--- src/rtl/osd_pkg.sv ---
// Shared constants for the oversampling averager.
// Assumes the block length is a power of two.
package osd_pkg;
    parameter int OSD_SMP_W  = 10;  // converter code width
    parameter int OSD_LOG2_N = 6;   // log2 of samples per block
    parameter int OSD_DROP   = 3;   // low bits discarded from the sum

    // Width of the output word for given parameters.
    function automatic int osd_out_w(input int smp_w, input int log2_n, input int drop);
        return smp_w + log2_n - drop;
    endfunction
endpackage

--- src/rtl/osd_block_ctr.sv ---
// Counts accepted samples modulo the block length.
// Assumes: synchronous active-low reset; counter advances only on smp_valid.
module osd_block_ctr #(
    parameter int LOG2_N = osd_pkg::OSD_LOG2_N
) (
    input  logic              clk,
    input  logic              rst_n,
    input  logic              smp_valid,
    output logic [LOG2_N-1:0] cnt,
    output logic              first,
    output logic              last
);
    localparam logic [LOG2_N-1:0] LAST_IDX = '1;

    // Advance sample index on each accepted sample, wrapping at block end.
    always_ff @(posedge clk) begin
        if (!rst_n)
            cnt <= '0;
        else if (smp_valid)
            cnt <= cnt + 1'b1;
    end

    // Decode block boundary positions of the current index.
    always_comb begin
        first = (cnt == '0);
        last  = (cnt == LAST_IDX);
    end
endmodule

--- src/rtl/osd_accum.sv ---
// Block accumulator: restarts on index 0, publishes truncated sum at index last.
// Assumes first/last describe the index of the sample presented this cycle.
module osd_accum #(
    parameter int SMP_W  = osd_pkg::OSD_SMP_W,
    parameter int LOG2_N = osd_pkg::OSD_LOG2_N,
    parameter int DROP   = osd_pkg::OSD_DROP
) (
    input  logic                                          clk,
    input  logic                                          rst_n,
    input  logic                                          smp_valid,
    input  logic [SMP_W-1:0]                              smp_code,
    input  logic                                          first,
    input  logic                                          last,
    output logic                                          word_valid,
    output logic [osd_pkg::osd_out_w(SMP_W,LOG2_N,DROP)-1:0] word_data
);
    localparam int SUM_W = SMP_W + LOG2_N;
    localparam int OUT_W = osd_pkg::osd_out_w(SMP_W, LOG2_N, DROP);

    logic [SUM_W-1:0] acc;
    logic [SUM_W-1:0] sum_next;

    // Running sum including this sample; restart from zero on the first index.
    always_comb begin
        sum_next = (first ? '0 : acc) + SUM_W'(smp_code);
    end

    // Hold the running sum across accepted samples.
    always_ff @(posedge clk) begin
        if (!rst_n)
            acc <= '0;
        else if (smp_valid)
            acc <= sum_next;
    end

    // Publish the truncated block sum with a one-clock strobe.
    always_ff @(posedge clk) begin
        if (!rst_n) begin
            word_valid <= 1'b0;
            word_data  <= '0;
        end else begin
            word_valid <= smp_valid && last;
            if (smp_valid && last)
                word_data <= OUT_W'(sum_next >> DROP);
        end
    end
endmodule

--- src/rtl/osd_dither_tmg.sv ---
// Dither timing: sync pulse after index 0, square reference flipping each half block.
// Assumes cnt is the index of the sample presented this cycle.
module osd_dither_tmg #(
    parameter int LOG2_N = osd_pkg::OSD_LOG2_N
) (
    input  logic              clk,
    input  logic              rst_n,
    input  logic              smp_valid,
    input  logic [LOG2_N-1:0] cnt,
    input  logic              first,
    input  logic              last,
    output logic              dith_sync,
    output logic              dith_ref
);
    localparam int HALF = 1 << (LOG2_N - 1);
    localparam logic [LOG2_N-1:0] MID_IDX = LOG2_N'(HALF - 1);

    // Pulse the phase restart once per block, on the index 0 sample.
    always_ff @(posedge clk) begin
        if (!rst_n)
            dith_sync <= 1'b0;
        else
            dith_sync <= smp_valid && first;
    end

    // Square reference: rise after the mid index, fall after the last index.
    always_ff @(posedge clk) begin
        if (!rst_n)
            dith_ref <= 1'b0;
        else if (smp_valid && cnt == MID_IDX)
            dith_ref <= 1'b1;
        else if (smp_valid && last)
            dith_ref <= 1'b0;
    end
endmodule

--- src/rtl/osd_decimator.sv ---
// Top: oversample-and-decimate resolution extender with dither timing.
// Assumes one converter code per smp_valid cycle; synchronous active-low reset.
module osd_decimator #(
    parameter int SMP_W  = osd_pkg::OSD_SMP_W,
    parameter int LOG2_N = osd_pkg::OSD_LOG2_N,
    parameter int DROP   = osd_pkg::OSD_DROP
) (
    input  logic                                          clk,
    input  logic                                          rst_n,
    input  logic                                          smp_valid,
    input  logic [SMP_W-1:0]                              smp_code,
    output logic                                          word_valid,
    output logic [osd_pkg::osd_out_w(SMP_W,LOG2_N,DROP)-1:0] word_data,
    output logic                                          dith_sync,
    output logic                                          dith_ref
);
    logic [LOG2_N-1:0] cnt;
    logic              first;
    logic              last;

    osd_block_ctr #(.LOG2_N(LOG2_N)) u_ctr (
        .clk(clk), .rst_n(rst_n), .smp_valid(smp_valid),
        .cnt(cnt), .first(first), .last(last)
    );

    osd_accum #(.SMP_W(SMP_W), .LOG2_N(LOG2_N), .DROP(DROP)) u_acc (
        .clk(clk), .rst_n(rst_n), .smp_valid(smp_valid), .smp_code(smp_code),
        .first(first), .last(last),
        .word_valid(word_valid), .word_data(word_data)
    );

    osd_dither_tmg #(.LOG2_N(LOG2_N)) u_dth (
        .clk(clk), .rst_n(rst_n), .smp_valid(smp_valid),
        .cnt(cnt), .first(first), .last(last),
        .dith_sync(dith_sync), .dith_ref(dith_ref)
    );
endmodule

--- config.mk ---
export PLATFORM = sky130hd
export DESIGN_NAME = osd_decimator
export DESIGN_NICKNAME = d
export VERILOG_FILES = /design/src/rtl/osd_pkg.sv /design/src/rtl/osd_block_ctr.sv /design/src/rtl/osd_accum.sv /design/src/rtl/osd_dither_tmg.sv /design/src/rtl/osd_decimator.sv
export SDC_FILE = /design/constraint.sdc
export NUM_CORES = 1
export LEC_CHECK = 0
export BUFFER_PORTS_ARGS = -buffer_cell sky130_fd_sc_hd__buf_4
export CORE_ASPECT_RATIO = 0.7
export CORE_UTILIZATION = 58
export DETAILED_ROUTE_END_ITERATION = 10
export PLACE_DENSITY = 0.85
export SLEW_MARGIN = 20
export SYNTH_ARGS = -nofsm -noshare
export SYNTH_HDL_FRONTEND = slang
export SYNTH_SLANG_ARGS = --single-unit
--- constraint.sdc ---
create_clock -name clk -period 3.5 [get_ports clk]
set_input_delay 0.175 -clock clk [delete_from_list [all_inputs] [get_ports clk]]
set_output_delay 0.175 -clock clk [all_outputs]
set_load 0.03 [all_outputs]
# Word-level counts from Yosys, hierarchy flattened

Index checks and enable logic that the tools add are counted.

Register bits: 38
Bits in latches: 0
RAM bits: 0
Bits in read-only memories: 0
Bits of input ports: 13
Output and inout bits: 16
Logic and storage cells: 18
Memories kept: 0

Add/sub/neg operators: 2
Multiply operators: 0
Divide/modulo/power cells: 0
Magnitude comparators: 0
Equality and inequality tests: 2
Shifts and indexed selects: 0
Muxes and demuxes: 3
Bitwise gates (word level): 0
Reductions and logical operators: 5

Operators with widths:

| kind                | count |
|---|---|
| $add 16x10->16      | 1 |
| $mux 16             | 1 |
| $add 6x1->6 const B | 1 |
| $eq 6x5->1 const B  | 1 |
| $eq 6x6->1 const B  | 1 |
| $logic_not 6->1     | 1 |
| $logic_and 1x1->1   | 3 |
| $mux 1              | 2 |
| $reduce_bool 2->1   | 1 |

# Longest topological paths before layout

Depth after elaboration: 4
Depth in mapped cells: 14
Gate-level depth less buffers: 11

# Hierarchy

From an unflattened synthesis, not the netlist that was laid out.

Cell total of the unflattened synthesis: 247
Area, all modules: 2,245.9 µm²

By module, submodules not included:

| module         | times used | cells an instance | area each (µm²) | sequential area each (µm²) |
|---|---|---|---|---|
| osd_accum      | 1          | 208               | 1,868.0         | 600.6 |
| osd_block_ctr  | 1          | 32                | 299.0           | 120.1 |
| osd_dither_tmg | 1          | 7                 | 78.8            | 40.0 |

# Least setup slack after synthesis

Ideal clock, no wire load.

Kind: flip-flop to flip-flop
Start point: reg u_ctr.cnt[5]
End point: reg u_acc.acc[6]
Setup time: 0.122 ns
Data arrival time: 2.785 ns
Data required time: 3.378 ns
Path slack: 0.593 ns
Cell stages (with the launch flop): 13
Buffers on the path: 2
Period minus slack after synthesis: 2.907 ns
Path through: dfxtp_1 -> nor4_1 -> nand2_1 -> clkbuf_1 -> clkbuf_1 -> and2_1 -> ha_1 -> fa_1 -> a21oi_1 -> o21ai_1 -> a21oi_1 -> nor4_1 -> a311o_1

Longest elaborated chain between the ends: 3

Ends and longest elaborated chain:

| what                     | RTL line            | text |
|---|---|---|
| start: declaration       | osd_block_ctr.sv:9  | `output logic [LOG2_N-1:0] cnt,` |
| start signal: assignment | osd_block_ctr.sv:20 | `cnt <= cnt + 1'b1;` |
| $logic_not 6->1          | osd_block_ctr.sv:25 | `first = (cnt == '0);` |
| $mux 16                  | osd_accum.sv:25     | `sum_next = (first ? '0 : acc) + SUM_W'(smp_code);` |
| $add 16x10->16           | osd_accum.sv:25     |  |
| end signal: assignment   | osd_accum.sv:33     | `acc <= sum_next;` |
| end: declaration         | osd_accum.sv:20     | `logic [SUM_W-1:0] acc;` |

No other way between the ends.
A chain may end at the register's enable or synchronous reset.

# Final worst setup path

Same ends and word-level chain as after synthesis.

==> results.md <==
- Die Area: 4290 sq um
- Status: completed
- Simple-gate portion of the synthesized area: 30.3%
- Master of the slowest instance on the critical path: nor4_1
- Max-cap viol count: 0
- Multiplexer share of the synthesized area: 3.00%
- CTS Sinks: 38
- Synth cell types: 48
- Total track usage: 29.3%
- Worst path max stage delay: 450 ps
- Fmax: 0.305 GHz
- Post-synth top area share: 32.6%
- Clock Path Buffers: 2
- Post-route DRC: 0
- Gpl congestion: 1.01
- RSZ-0062 raised after global routing: no
- IO Pins: 29
- Fin crit period: 3280 ps
- Cell chosen for the clock root: clkbuf_8
- TritonCTS clock tree: yes
- Top delay family on crit path: compound AO/OA/AOI/OAI gates
- Tightest Hold Check Type: primary input to flop
- Row count: 18
- Hold Slack: 265 ps
- Post-CTS Setup Repair Bufs: 0
- Core Footprint: 3670 sq um
- Initial antenna violation count: 0
- Post-Route Skew: 6.17 ps
- Data arrival, critical path: 3470 ps
- Worst-path maximum fanout: 14
- Async SR Flop Fraction: 0%
- Worst IR Drop VDD: 0.349 mV
- Largest area contributor in the netlist: dfxtp_1
- Compound-cell area share of the yosys netlist: 18.0%
- CTS resizes: 0
- Slew @ Worst Pin: 967 ps
- Antenna Diode Count: 0
- CTS buffer count: 5
- CP Class: flop to flop
- Util after Layout: 72.2%
- Drt pass-1 iters: 4
- Layout area overhead: 13.6%
- Adder-cell share of the synthesized area: 7.29%
- Final Hold Fails: 0
- Vias in the first global route: 2016
- Sequential area share after synthesis: 32.6%
- PwrDens: 378 nW/um^2
- Final period util: 93.7%
- Static leakage: 1.06 nW
- Setup crit start kind: flop
- First-pass GRT wire length: 9.53 mm
- # port buffers: 28
- Final instance area: 2650 sq um
- Initial Utilization: 63.6%
- Clock Pin Slew Worst Setup and Hold Paths: 80 ps
- Die X: 77.8 microns
- Vias per std cell: 6.30
- Final setup fails: 0
- Worst-Skew Late Latency: 290 ps
- CP Buf/Inv Count: 1
- Synth Cell Area: 2330 sq um
- Setup crit end kind: flop
- Most common cell in the synthesized netlist: dfxtp_1
- Vias after detailed routing: 2256
- Antenna viol nets, final: 0
- Synth Flop Type: dfxtp_1
- Fillers: 295
- Global route total overflow: 0
- Layout cells sized above 1: 14.9%
- EDFF count, synth: 0
- Avg Inst Size Synth: 8.05 sq um
- DR WL/cell: 15.8 microns
- Largest family of logic cells by synthesized area: simple AND/OR/NAND/NOR gates
- FF+latch count, synth: 38
- Pin count of the biggest net entering global routing: 38
- Ys Warns: 0
- Worst path required time: 3690 ps
- Final nets: 333
- Drt first-iter violations: 179
- HPWL Detailed: 3.79 mm
- Synth cell count leaders: dfxtp_1 (38), nand2_1 (25), nor2_1 (21), nand3_1 (20), a21oi_1 (16)
- Syn nets: 316
- Relative slew slack: 35.4%
- Final Max Tran Viols: 0
- Post-CTS Hold Buffers: 0
- Synth Area in XOR/XNOR: 3.38%
- Placed cell areas: 2530 sq um
- Synth top area cells: dfxtp_1 (33%), ha_1 (6.4%), nand3_1 (4.3%), nand2_1 (4.0%), a21oi_1 (3.4%)
- H-Tree Depth: 2
- CP Cell Sequence: nor4_1 -> nand2_1 -> buf_4 -> and2_1 -> ha_1 -> fa_1 -> a21oi_1 -> o21ai_1 -> a21oi_1 -> nor4_1 -> a311o_1
- Cell count after synthesis: 290
- Die height: 55.1 microns
- Drt total wl: 5.64 mm
- Setup_tns: 0 ps
[tightest hold or removal path: stages]
cell	delay, ps
buf_4	80
ha_1	120
mux2i_1	60
nor2_1	90
[layer usage]
layer / GRT usage [%] / vias to the layer above / share of wire [%]
li1: - / 1107 / -
met1: 40.6 / 1042 / 48
met2: 47.5 / 101 / 43
met3: 6.07 / 6 / 7.9
met4: 6.92 / 0 / 0.71
met5: 0 / - / 0
[sequential cells by signal (all words and copies together), names as in the netlist]
signal / cells
u_acc.word_valid: 1
u_dth.dith_ref: 1
u_acc.acc: 16
u_dth.dith_sync: 1
u_acc.word_data: 13
u_ctr.cnt: 6
[cells by family (layout without fill, tap and decap cells)]
kind of cell / after synthesis / after routing
simple gates: 132 / 132
fa+ha+maj: 13 / 13
xor+xnor: 9 / 9
flops: 38 / 38
buf+inv: 30 / 48
compound gates: 61 / 61
mux: 7 / 7
[path summary, 6_finish.rpt]
path / start / endpoint / slack (ps) / cells after the start
worst max-delay path: u_ctr.cnt[5] / u_acc.acc[6] / 220 / 11
worst min-delay path: smp_code[0] / u_acc.acc[0] / 270 / 4
worst max register to register: u_ctr.cnt[5] / u_acc.acc[6] / 220 / 11
worst min register to register: u_acc.word_data[1] / u_acc.word_data[1] / 460 / 2
[through the flow]
stage	std cells	setup slack [ps]	total power [mW]
after detailed placement	350	373	0.634
after global placement	350	506	0.629
after CTS	358	206	0.998
final	358	221	1.00
after global routing	358	47.4	1.04
after floorplan	290	593	0.591
[final cells by class]
class                      count  area (sq um)  area share, %
sequential                    38           761           28.7
tap                           50          62.6           2.36
multi-input combinational    222          1450           54.8
inverter                       9          33.8           1.27
clock inverter                 3          40.0           1.51
clock buffer                   5          68.8           2.60
timing repair buffer          31           233           8.78
[placed cells by master, fill, tap and decap left out, types with 3 or more instances in the layout]
cell type | netlist | routed
a311o_1 | 3 | 3
xor2_1 | 5 | 5
or3_1 | 5 | 5
xnor2_1 | 4 | 4
nor3_1 | 7 | 7
buf_4 | 0 | 31
mux2i_1 | 7 | 7
nor2_1 | 21 | 21
and3_1 | 6 | 6
and2_1 | 12 | 12
nor4_1 | 8 | 8
ha_1 | 12 | 12
or4_1 | 9 | 9
nand4_1 | 8 | 8
a21oi_1 | 16 | 16
nand2_1 | 25 | 25
a211oi_1 | 3 | 3
and4_1 | 4 | 4
nand3_1 | 20 | 20
o211ai_1 | 3 | 3
inv_1 | 9 | 9
nand2b_1 | 3 | 3
clkbuf_8 | 0 | 5
dfxtp_1 | 38 | 38
a31oi_1 | 7 | 7
o21ai_0 | 11 | 11
[where the power goes]
part           internal, mW  switching [mW]  total, mW  leakage, nW
Combinational        0.0663           0.108      0.174        0.689
Sequential            0.446         0.00884      0.455        0.309
Clock                 0.210           0.163      0.373       0.0579
Total                 0.723           0.280       1.00         1.06
Note: power is estimated with default switching activity, not from simulation.
